`src/rtl/adw_pkg.sv`:
```
package adw_pkg;
  typedef struct packed {
    logic        en;
    logic [15:0] size;
    logic [7:0]  attr;
    logic [3:0]  tgt;
    logic [15:0] base;
    logic [15:0] remap;
  } adw_win_t;

  typedef struct packed {
    logic        en;
    logic [15:0] size;
    logic [15:0] base_lo;
    logic [31:0] base_hi;
  } adw_ap_t;

  localparam int OFS_CTRL  = 0;
  localparam int OFS_BASE  = 4;
  localparam int OFS_REMAP = 12;
  localparam int WIN_STRIDE = 16;
endpackage

```
`src/rtl/adw_regs.sv`:
```
module adw_regs
  import adw_pkg::*;
#(
  parameter int N_GEN     = 5,
  parameter int REG_AW    = 8,
  parameter int EXTRA_OFS = 'h80,
  parameter int AP_OFS    = 'hA0,
  localparam int NWIN     = N_GEN + 1
) (
  input  logic              clk,
  input  logic              rst,
  input  logic              wr_en,
  input  logic [REG_AW-1:0] wr_addr,
  input  logic [31:0]       wr_data,
  output adw_win_t          win [NWIN],
  output adw_ap_t           ap
);
  for (genvar g = 0; g < NWIN; g++) begin : g_win
    localparam int WOFS = (g < N_GEN) ? g * WIN_STRIDE : EXTRA_OFS;
    always_ff @(posedge clk) begin
      if (rst) begin
        win[g] <= '0;
      end else if (wr_en) begin
        if (wr_addr == REG_AW'(WOFS + OFS_CTRL)) begin
          win[g].en   <= wr_data[0];
          win[g].tgt  <= wr_data[7:4];
          win[g].attr <= wr_data[15:8];
          win[g].size <= wr_data[31:16];
        end
        if (wr_addr == REG_AW'(WOFS + OFS_BASE))
          win[g].base <= wr_data[31:16];
        if (wr_addr == REG_AW'(WOFS + OFS_REMAP))
          win[g].remap <= wr_data[31:16];
      end
    end
  end

  always_ff @(posedge clk) begin
    if (rst) begin
      ap <= '0;
    end else if (wr_en) begin
      if (wr_addr == REG_AW'(AP_OFS)) begin
        ap.en   <= wr_data[0];
        ap.size <= wr_data[31:16];
      end
      if (wr_addr == REG_AW'(AP_OFS + 4))
        ap.base_lo <= wr_data[31:16];
      if (wr_addr == REG_AW'(AP_OFS + 8))
        ap.base_hi <= wr_data;
    end
  end
endmodule

```
`src/rtl/adw_match.sv`:
```
module adw_match
  import adw_pkg::*;
#(
  parameter int NWIN = 6
) (
  input  adw_win_t    win [NWIN],
  input  adw_ap_t     ap,
  input  logic [63:0] addr,
  output logic        ap_hit,
  output logic [NWIN-1:0] win_hit
);
  always_comb begin
    ap_hit = ap.en && (addr[63:32] == ap.base_hi) &&
             (((addr[31:16] ^ ap.base_lo) & ~ap.size) == 16'h0);
  end

  for (genvar g = 0; g < NWIN; g++) begin : g_cmp
    assign win_hit[g] = win[g].en &&
                        (((addr[31:16] ^ win[g].base) & ~win[g].size) == 16'h0);
  end
endmodule

```
`src/rtl/adw_prio.sv`:
```
module adw_prio #(
  parameter int N  = 6,
  localparam int IW = (N > 1) ? $clog2(N) : 1
) (
  input  logic [N-1:0]  req,
  output logic          found,
  output logic [IW-1:0] idx
);
  always_comb begin
    found = 1'b0;
    idx   = '0;
    for (int i = N - 1; i >= 0; i--) begin
      if (req[i]) begin
        found = 1'b1;
        idx   = IW'(i);
      end
    end
  end
endmodule

```
`src/rtl/adw_unit.sv`:
```
module adw_unit
  import adw_pkg::*;
#(
  parameter int N_GEN     = 5,
  parameter int REG_AW    = 8,
  parameter int EXTRA_OFS = 'h80,
  parameter int AP_OFS    = 'hA0,
  localparam int NWIN     = N_GEN + 1,
  localparam int IW       = $clog2(NWIN)
) (
  input  logic              clk,
  input  logic              rst,
  input  logic              wr_en,
  input  logic [REG_AW-1:0] wr_addr,
  input  logic [31:0]       wr_data,
  input  logic              req_valid,
  input  logic [63:0]       req_addr,
  output logic              rsp_valid,
  output logic              rsp_hit,
  output logic              rsp_miss,
  output logic [IW-1:0]     rsp_win,
  output logic [3:0]        rsp_target,
  output logic [7:0]        rsp_attr,
  output logic [31:0]       rsp_addr
);
  adw_win_t        win [NWIN];
  adw_ap_t         ap;
  logic            ap_hit;
  logic [NWIN-1:0] win_hit;
  logic            found;
  logic [IW-1:0]   idx;
  adw_win_t        sel;
  logic            claim;
  logic [15:0]     up;

  adw_regs #(.N_GEN(N_GEN), .REG_AW(REG_AW), .EXTRA_OFS(EXTRA_OFS), .AP_OFS(AP_OFS)) u_regs (
    .clk(clk), .rst(rst), .wr_en(wr_en), .wr_addr(wr_addr), .wr_data(wr_data),
    .win(win), .ap(ap)
  );

  adw_match #(.NWIN(NWIN)) u_match (
    .win(win), .ap(ap), .addr(req_addr), .ap_hit(ap_hit), .win_hit(win_hit)
  );

  adw_prio #(.N(NWIN)) u_prio (.req(win_hit), .found(found), .idx(idx));

  always_comb begin
    sel   = win[idx];
    claim = ap_hit && found;
    up    = (req_addr[31:16] & sel.size) | (sel.remap & ~sel.size);
  end

  always_ff @(posedge clk) begin
    if (rst || !req_valid) begin
      rsp_valid  <= 1'b0;
      rsp_hit    <= 1'b0;
      rsp_miss   <= 1'b0;
      rsp_win    <= '0;
      rsp_target <= '0;
      rsp_attr   <= '0;
      rsp_addr   <= '0;
    end else begin
      rsp_valid  <= 1'b1;
      rsp_hit    <= claim;
      rsp_miss   <= !claim;
      rsp_win    <= claim ? idx : '0;
      rsp_target <= claim ? sel.tgt : 4'h0;
      rsp_attr   <= claim ? sel.attr : 8'h0;
      rsp_addr   <= claim ? {up, req_addr[15:0]} : 32'h0;
    end
  end
endmodule

```
`config.mk`:
```
export PLATFORM = sky130hd
export DESIGN_NAME = adw_unit
export DESIGN_NICKNAME = d
export VERILOG_FILES = /design/src/rtl/adw_pkg.sv /design/src/rtl/adw_regs.sv /design/src/rtl/adw_match.sv /design/src/rtl/adw_prio.sv /design/src/rtl/adw_unit.sv
export SDC_FILE = /design/constraint.sdc
export NUM_CORES = 1
export LEC_CHECK = 0
export BUFFER_PORTS_ARGS = -buffer_cell sky130_fd_sc_hd__buf_4
export CORE_ASPECT_RATIO = 0.9
export CORE_MARGIN = 4
export CORE_UTILIZATION = 40
export DETAILED_ROUTE_END_ITERATION = 8
export SLEW_MARGIN = 20
export SYNTH_ARGS = -nofsm -noshare
export SYNTH_HDL_FRONTEND = slang
export SYNTH_HIERARCHICAL = 1
export SYNTH_SLANG_ARGS = --single-unit
export TNS_END_PERCENT = 10
```
`constraint.sdc`:
```
create_clock -name clk -period 6.5 [get_ports clk]
set_input_delay 1.3 -clock clk [delete_from_list [all_inputs] [get_ports clk]]
set_output_delay 1.3 -clock clk [all_outputs]
set_load 0.02 [all_outputs]
```
* Word-level counts from Yosys, hierarchy flattened *
Index checks and enable logic that the tools add are counted.

word-level totals
  output and inout port bits = 50
  logic and storage cells = 154
  register bits after elaboration = 481
  input port bits = 108

cells by class
  bitwise gates (word level) = 27
  muxes and demuxes = 16
  magnitude comparators = 1
  reduce and logical (&&, ||, !) cells = 42
  equal/unequal tests = 21

operators by type and width
  operator                                                         count
  61-bit binary-select mux with 3-bit select                       1
  16-bit bitwise AND                                               9
  16-bit inverter                                                  8
  60-bit two-way mux                                               2
  16-bit logical NOT                                               7
  16-bit bitwise XOR                                               7
  8-bit by 6-bit == test with 1-bit output, second input constant  6
  8-bit == test, second input constant                             6
  2-bit AND reduction                                              21
  32-bit == test                                                   1
  8-bit by 5-bit == test with 1-bit output, second input constant  3
  8-bit by 7-bit == test with 1-bit output, second input constant  3
  3-bit two-way mux                                                6
  16-bit bitwise OR                                                1
  1-bit logical AND                                                9
  8-bit by 3-bit == test with 1-bit output, second input constant  1
  8-bit by 4-bit == test with 1-bit output, second input constant  1
  8-bit logical NOT                                                1
  1-bit two-way mux                                                7
  4-bit greater-or-equal comparator, second input constant         1
  3-bit inverter with 4-bit output                                 1
  1-bit logical NOT                                                2
  2-bit OR reduction                                               1
  1-bit logical OR                                                 1
  1-bit inverter                                                   1

* Longest topological paths before layout *
  depth in word-level cells = 17
  mapped depth = 16
  gate-level depth less buffers = 11

* By module *
The synthesis kept the hierarchy.

by module, submodules not included
  module     area an instance (um^2)  instances  cells an instance
  adw_regs   16737.3                  1          1487
  adw_unit   3711.1                   1          325
  adw_match  1939.4                   1          259
  adw_prio   57.6                     1          10

* Least setup slack after synthesis *
Ideal clock, no wire load.

  path kind = input port to flip-flop
  from = input req_addr[26]
  to = register rsp_target[0]
  stages on the path = 14
  arrival = 4.219 ns
  path slack = 2.154 ns
  setup time = 0.128 ns
  path through = clkbuf_1 -> xnor2_1 -> o22ai_1 -> nor4_1 -> o2111ai_1 -> nor3_1 -> nor2_1 -> a221oi_1 -> buf_6 -> buf_8 -> buf_4 -> mux4_2 -> a21oi_1 -> nor2_1

RTL lines
  element                                                 RTL line         source
  from (decl)                                             adw_unit.sv:17   input logic [63:0] req_addr,
  16-bit bitwise XOR                                      adw_match.sv:19  (((addr[31:16] ^ win[g].base) & ~win[g].size) == 16'h0);
  16-bit bitwise AND                                      adw_match.sv:19
  16-bit logical NOT                                      adw_match.sv:19
  1-bit logical AND                                       adw_match.sv:18  assign win_hit[g] = win[g].en &&
  via win_hit[1]                                          adw_unit.sv:29   logic [NWIN-1:0] win_hit;
  3-bit two-way mux (2 in series)                         adw_prio.sv:13   if (req[i]) begin
  via idx[0]                                              adw_unit.sv:31   logic [IW-1:0] idx;
  3-bit inverter with 4-bit output (implied by the code)  adw_unit.sv:48   sel = win[idx];
  61-bit binary-select mux with 3-bit select              adw_unit.sv:48
  60-bit two-way mux (implied by the code) (2 in series)  adw_unit.sv:48
  to (signal assigned)                                    adw_unit.sv:67   rsp_target <= claim ? sel.tgt : 4'h0;
  to (decl)                                               adw_unit.sv:22   output logic [3:0] rsp_target,

The timed path passes the listed nets, and every way through them passes these cells. The select of a mux whose other input is x is not followed.
A chain may end at the register's enable or synchronous reset.

* Final worst setup path *
  from = input req_addr[20]
  to = register rsp_addr[17]

RTL lines
  element                                                   RTL line         source
  16-bit bitwise XOR *                                      adw_match.sv:19
  16-bit bitwise AND *                                      adw_match.sv:19
  16-bit logical NOT *                                      adw_match.sv:19
  1-bit logical AND *                                       adw_match.sv:18
  via win_hit[2]                                            adw_unit.sv:29
  3-bit two-way mux * (3 in series)                         adw_prio.sv:13
  via idx[1]                                                adw_unit.sv:31
  3-bit inverter with 4-bit output (implied by the code) *  adw_unit.sv:48
  61-bit binary-select mux with 3-bit select *              adw_unit.sv:48
  60-bit two-way mux (implied by the code) * (2 in series)  adw_unit.sv:48
  16-bit inverter                                           adw_unit.sv:50   up = (req_addr[31:16] & sel.size) | (sel.remap & ~sel.size);
  16-bit bitwise AND                                        adw_unit.sv:50
  16-bit bitwise OR *                                       adw_unit.sv:50
  to (signal assigned)                                      adw_unit.sv:69   rsp_addr <= claim ? {up, req_addr[15:0]} : 32'h0;
  to (decl)                                                 adw_unit.sv:24   output logic [31:0] rsp_addr

Mark *: on every way through the listed nets, which the timed path passes. The rest lies on a longest branch. The select of a mux whose other input is x is not followed.

==> impl_results.md <==
- Sequential fraction of the synthesis area: 0.429
- Synth cell types: 46
- Minimum clock period: 4.80 ns
- Endpoints failing hold: 0
- Synth Instances: 2081
- First-pass GRT wire length: 102000 microns
- Lkg Pwr: 0.0115 uW
- CTS buffer count: 53
- GRT Total Usage: 0.222
- Final Total Pwr: 6220 uW
- Final Max Tran Viols: 0
- Setup Viol. Count Final: 0
- Drt total wl: 67900 microns
- Congestion Overflow GR: 0
- Drt drc: 0
- Commonest non-fill, non-tap cell in the layout: dfxtp_1
- RSZ-0062 raised after global routing: no
- Core region area: 55600 sq um
- Comb power frac: 0.052
- Die area: 60000 sq um
- Slowest cell delay on critical path: 0.58 ns
- Post-CTS Setup Bufs: 0
- Arrival @ worst endpoint: 5.27 ns
- DRT iter0 DRCs: 1050
- Layout Nets: 2253
- Worst Hold Class: reg2reg
- Synth Warn #: 6
- Sw Ratio: 0.227
- Chip width: 258 microns
- Crit. End Element: flip-flop
- Hold Buf Count CTS: 0
- Critical path peak fanout: 31
- Chip height: 233 microns
- Post-DP HPWL: 43300 microns
- Drt wl/cell: 23.1 microns
- Num rows: 82
- Share of cells above drive strength 1: 0.167
- Pwr per Cell Area: 241 nW/um^2
- Seq cells post-synth: 481
- Layout area overhead: 14.8%
- Netlist Area Pre-Place: 22400 sq um
- Worst path bufs/invs: 3
- Clk sinks: 481
- Antenna violations before repair: 1
- Root Buffer: clkbuf_16
- Initial core utilization: 0.404
- Post-synth EDFFs: 0
- Number of global-route vias before repair: 15900
- CP Launch Type: input port
- CP max-delay cell: nor3_2
- I/O Buffers: 157
- Setup CP Type: in2reg
- Sequential share of power: 0.475
- Cells along the critical path: buf_4 -> xnor2_1 -> o22ai_1 -> nor3_1 -> nand3_1 -> nor3_1 -> nor2_1 -> nor3_2 -> buf_12 -> nand2b_1 -> buf_4 -> o2bb2ai_1 -> mux2i_1 -> nor2_1
- GP Congestion: 0.828
- Post-CTS Resized: 0
- Most frequent cells in the layout: 481 x dfxtp_1, 472 x mux2i_1, 457 x nand2b_1, 178 x buf_4, 112 x xnor2_1
- CTS tree: yes
- Largest delay share family, worst path: simple AND/OR/NAND/NOR gates
- Layout fillers: 5237
- Worst-margin pin slew: 1.20 ns
- Clock Tree Buf Depth: 3
- Largest net degree at the start of global routing: 127
- Design internal power: 4810 uW
- Slew Limit Headroom: 0.201
- Worst-path clk slew: 0.06 ns
- Peak VDD IR: 220 uV
- Antenna Nets Post-Route: 0
- Max_cap viols: 0
- Mapped Nets: 2189
- Status: finished clean
- CTS H-tree lvls: 2
- Post-Syn Area per Cell: 10.8 sq um
- Clk pwr share: 0.473
- Clock skew: 0.0317 ns
- FFs w/ async S/R, synth: 0
- Tcrit/Tclk final: 0.739
- Total vias in the final route: 15500
- Via/cell ratio: 5.28
- Skew-Pair Late Insertion Delay: 0.61 ns
- Drt pass-1 iters: 5
- Ys flop type: dfxtp_1
- Setup tns final: 0 ns
- Boundary Pins: 158
- Switching pwr: 1410 uW
- Crit path required time: 6.97 ns
- Fmax: 208 MHz
==> layout make-up <==
type                            instances  area [sq um]  area share
Multi-Input combinational cell       1423         12100       0.468
Inverter                                4          15.0    0.000583
Tap cell                              756           946      0.0367
Antenna cell                            1          2.50   0.0000971
Timing Repair Buffer                  182          1410      0.0548
Clock inverter                         14           104     0.00403
Clock buffer                           83          1590      0.0618
Sequential cell                       481          9630       0.374
==> metrics by stage <==
stage               hold WS [ns]  instances  worst slack, ns   util  cell area [sq um]
floorplan                  0.445       2081             2.15      -              22400
global placement           0.455       2846             1.18  0.433              24100
detailed placement         0.463       2846             1.13  0.433              24100
CTS                        0.476       2943             1.78  0.463              25800
global route               0.490       2943             1.48  0.463              25800
finish                     0.471       2944             1.70  0.463              25800
==> power groups by stage <==
stage	registers (uW)	logic, uW	clock network, uW
CTS	2950	325	3010
global route	2950	344	3130
finish	2950	326	2940
global placement	3020	323	0
floorplan	3020	186	0
detailed placement	3020	324	0
==> per-layer routing <==
layer  wire length, microns  share of wire  vias to the layer above  global-route usage
met3                   3450          0.051                       88              0.0349
met2                  30800           0.45                      398               0.357
met4                   1440          0.021                        0              0.0549
li1                       -              -                     7221                   -
met5                      0              0                        -                   0
met1                  32200           0.47                     7833               0.314
==> kinds of logic (layout without fill, tap and decap cells) <==
| logic type | Yosys count | after routing | synth area share |
|---|---|---|---|
| simple gates | 638 | 638 | 0.176 |
| mux | 548 | 548 | 0.272 |
| flops | 481 | 481 | 0.429 |
| buf+inv | 177 | 283 | 0.0377 |
| xor+xnor | 144 | 144 | 0.0565 |
| compound gates | 93 | 93 | 0.0285 |
| other cells | 0 | 1 | 0 |
==> final timing paths <==
check | startpoint | to | slack, ns | depth (start not counted)
hold reg to reg | u_regs/win[187]$_SDFFE_PP0P_ | u_regs/win[187]$_SDFFE_PP0P_ | 0.47 | 2
hold / removal | u_regs/win[187]$_SDFFE_PP0P_ | u_regs/win[187]$_SDFFE_PP0P_ | 0.47 | 2
setup / recovery | req_addr[20] | rsp_addr[17]$_SDFF_PP0_ | 1.70 | 14
setup reg to reg | u_regs/win[203]$_SDFFE_PP0P_ | rsp_addr[17]$_SDFF_PP0_ | 2.29 | 13
==> cell usage after synthesis, types with 16 or more instances <==
cell type  number  area (sq um)
xnor2_1       112           981
clkbuf_1      104           390
o22ai_1        47           294
buf_2          38           190
mux4_2         44           991
dfxtp_1       481          9630
mux2i_1       472          4720
buf_4          18           135
nand2b_1      459          2870
xor2_1         31           272
and2_1         18           113
o2bb2ai_1      16           140
nor2b_1        34           213
nor2_1         60           225
==> sequential cells by signal, summed over array words and instances (netlist names) <==
name / cells
rsp_addr: 32
rsp_attr: 8
rsp_hit: 1
rsp_miss: 1
rsp_target: 4
rsp_valid: 1
rsp_win: 3
u_regs/ap: 65
u_regs/win: 366
==> tightest hold or removal path, cell delays in order (launching register included) <==
cell and delay [ns]:
dfxtp_1 0.31, nand2b_1 0.06, mux2i_1 0.06
No activity file was read; power rests on OpenSTA's default activity.
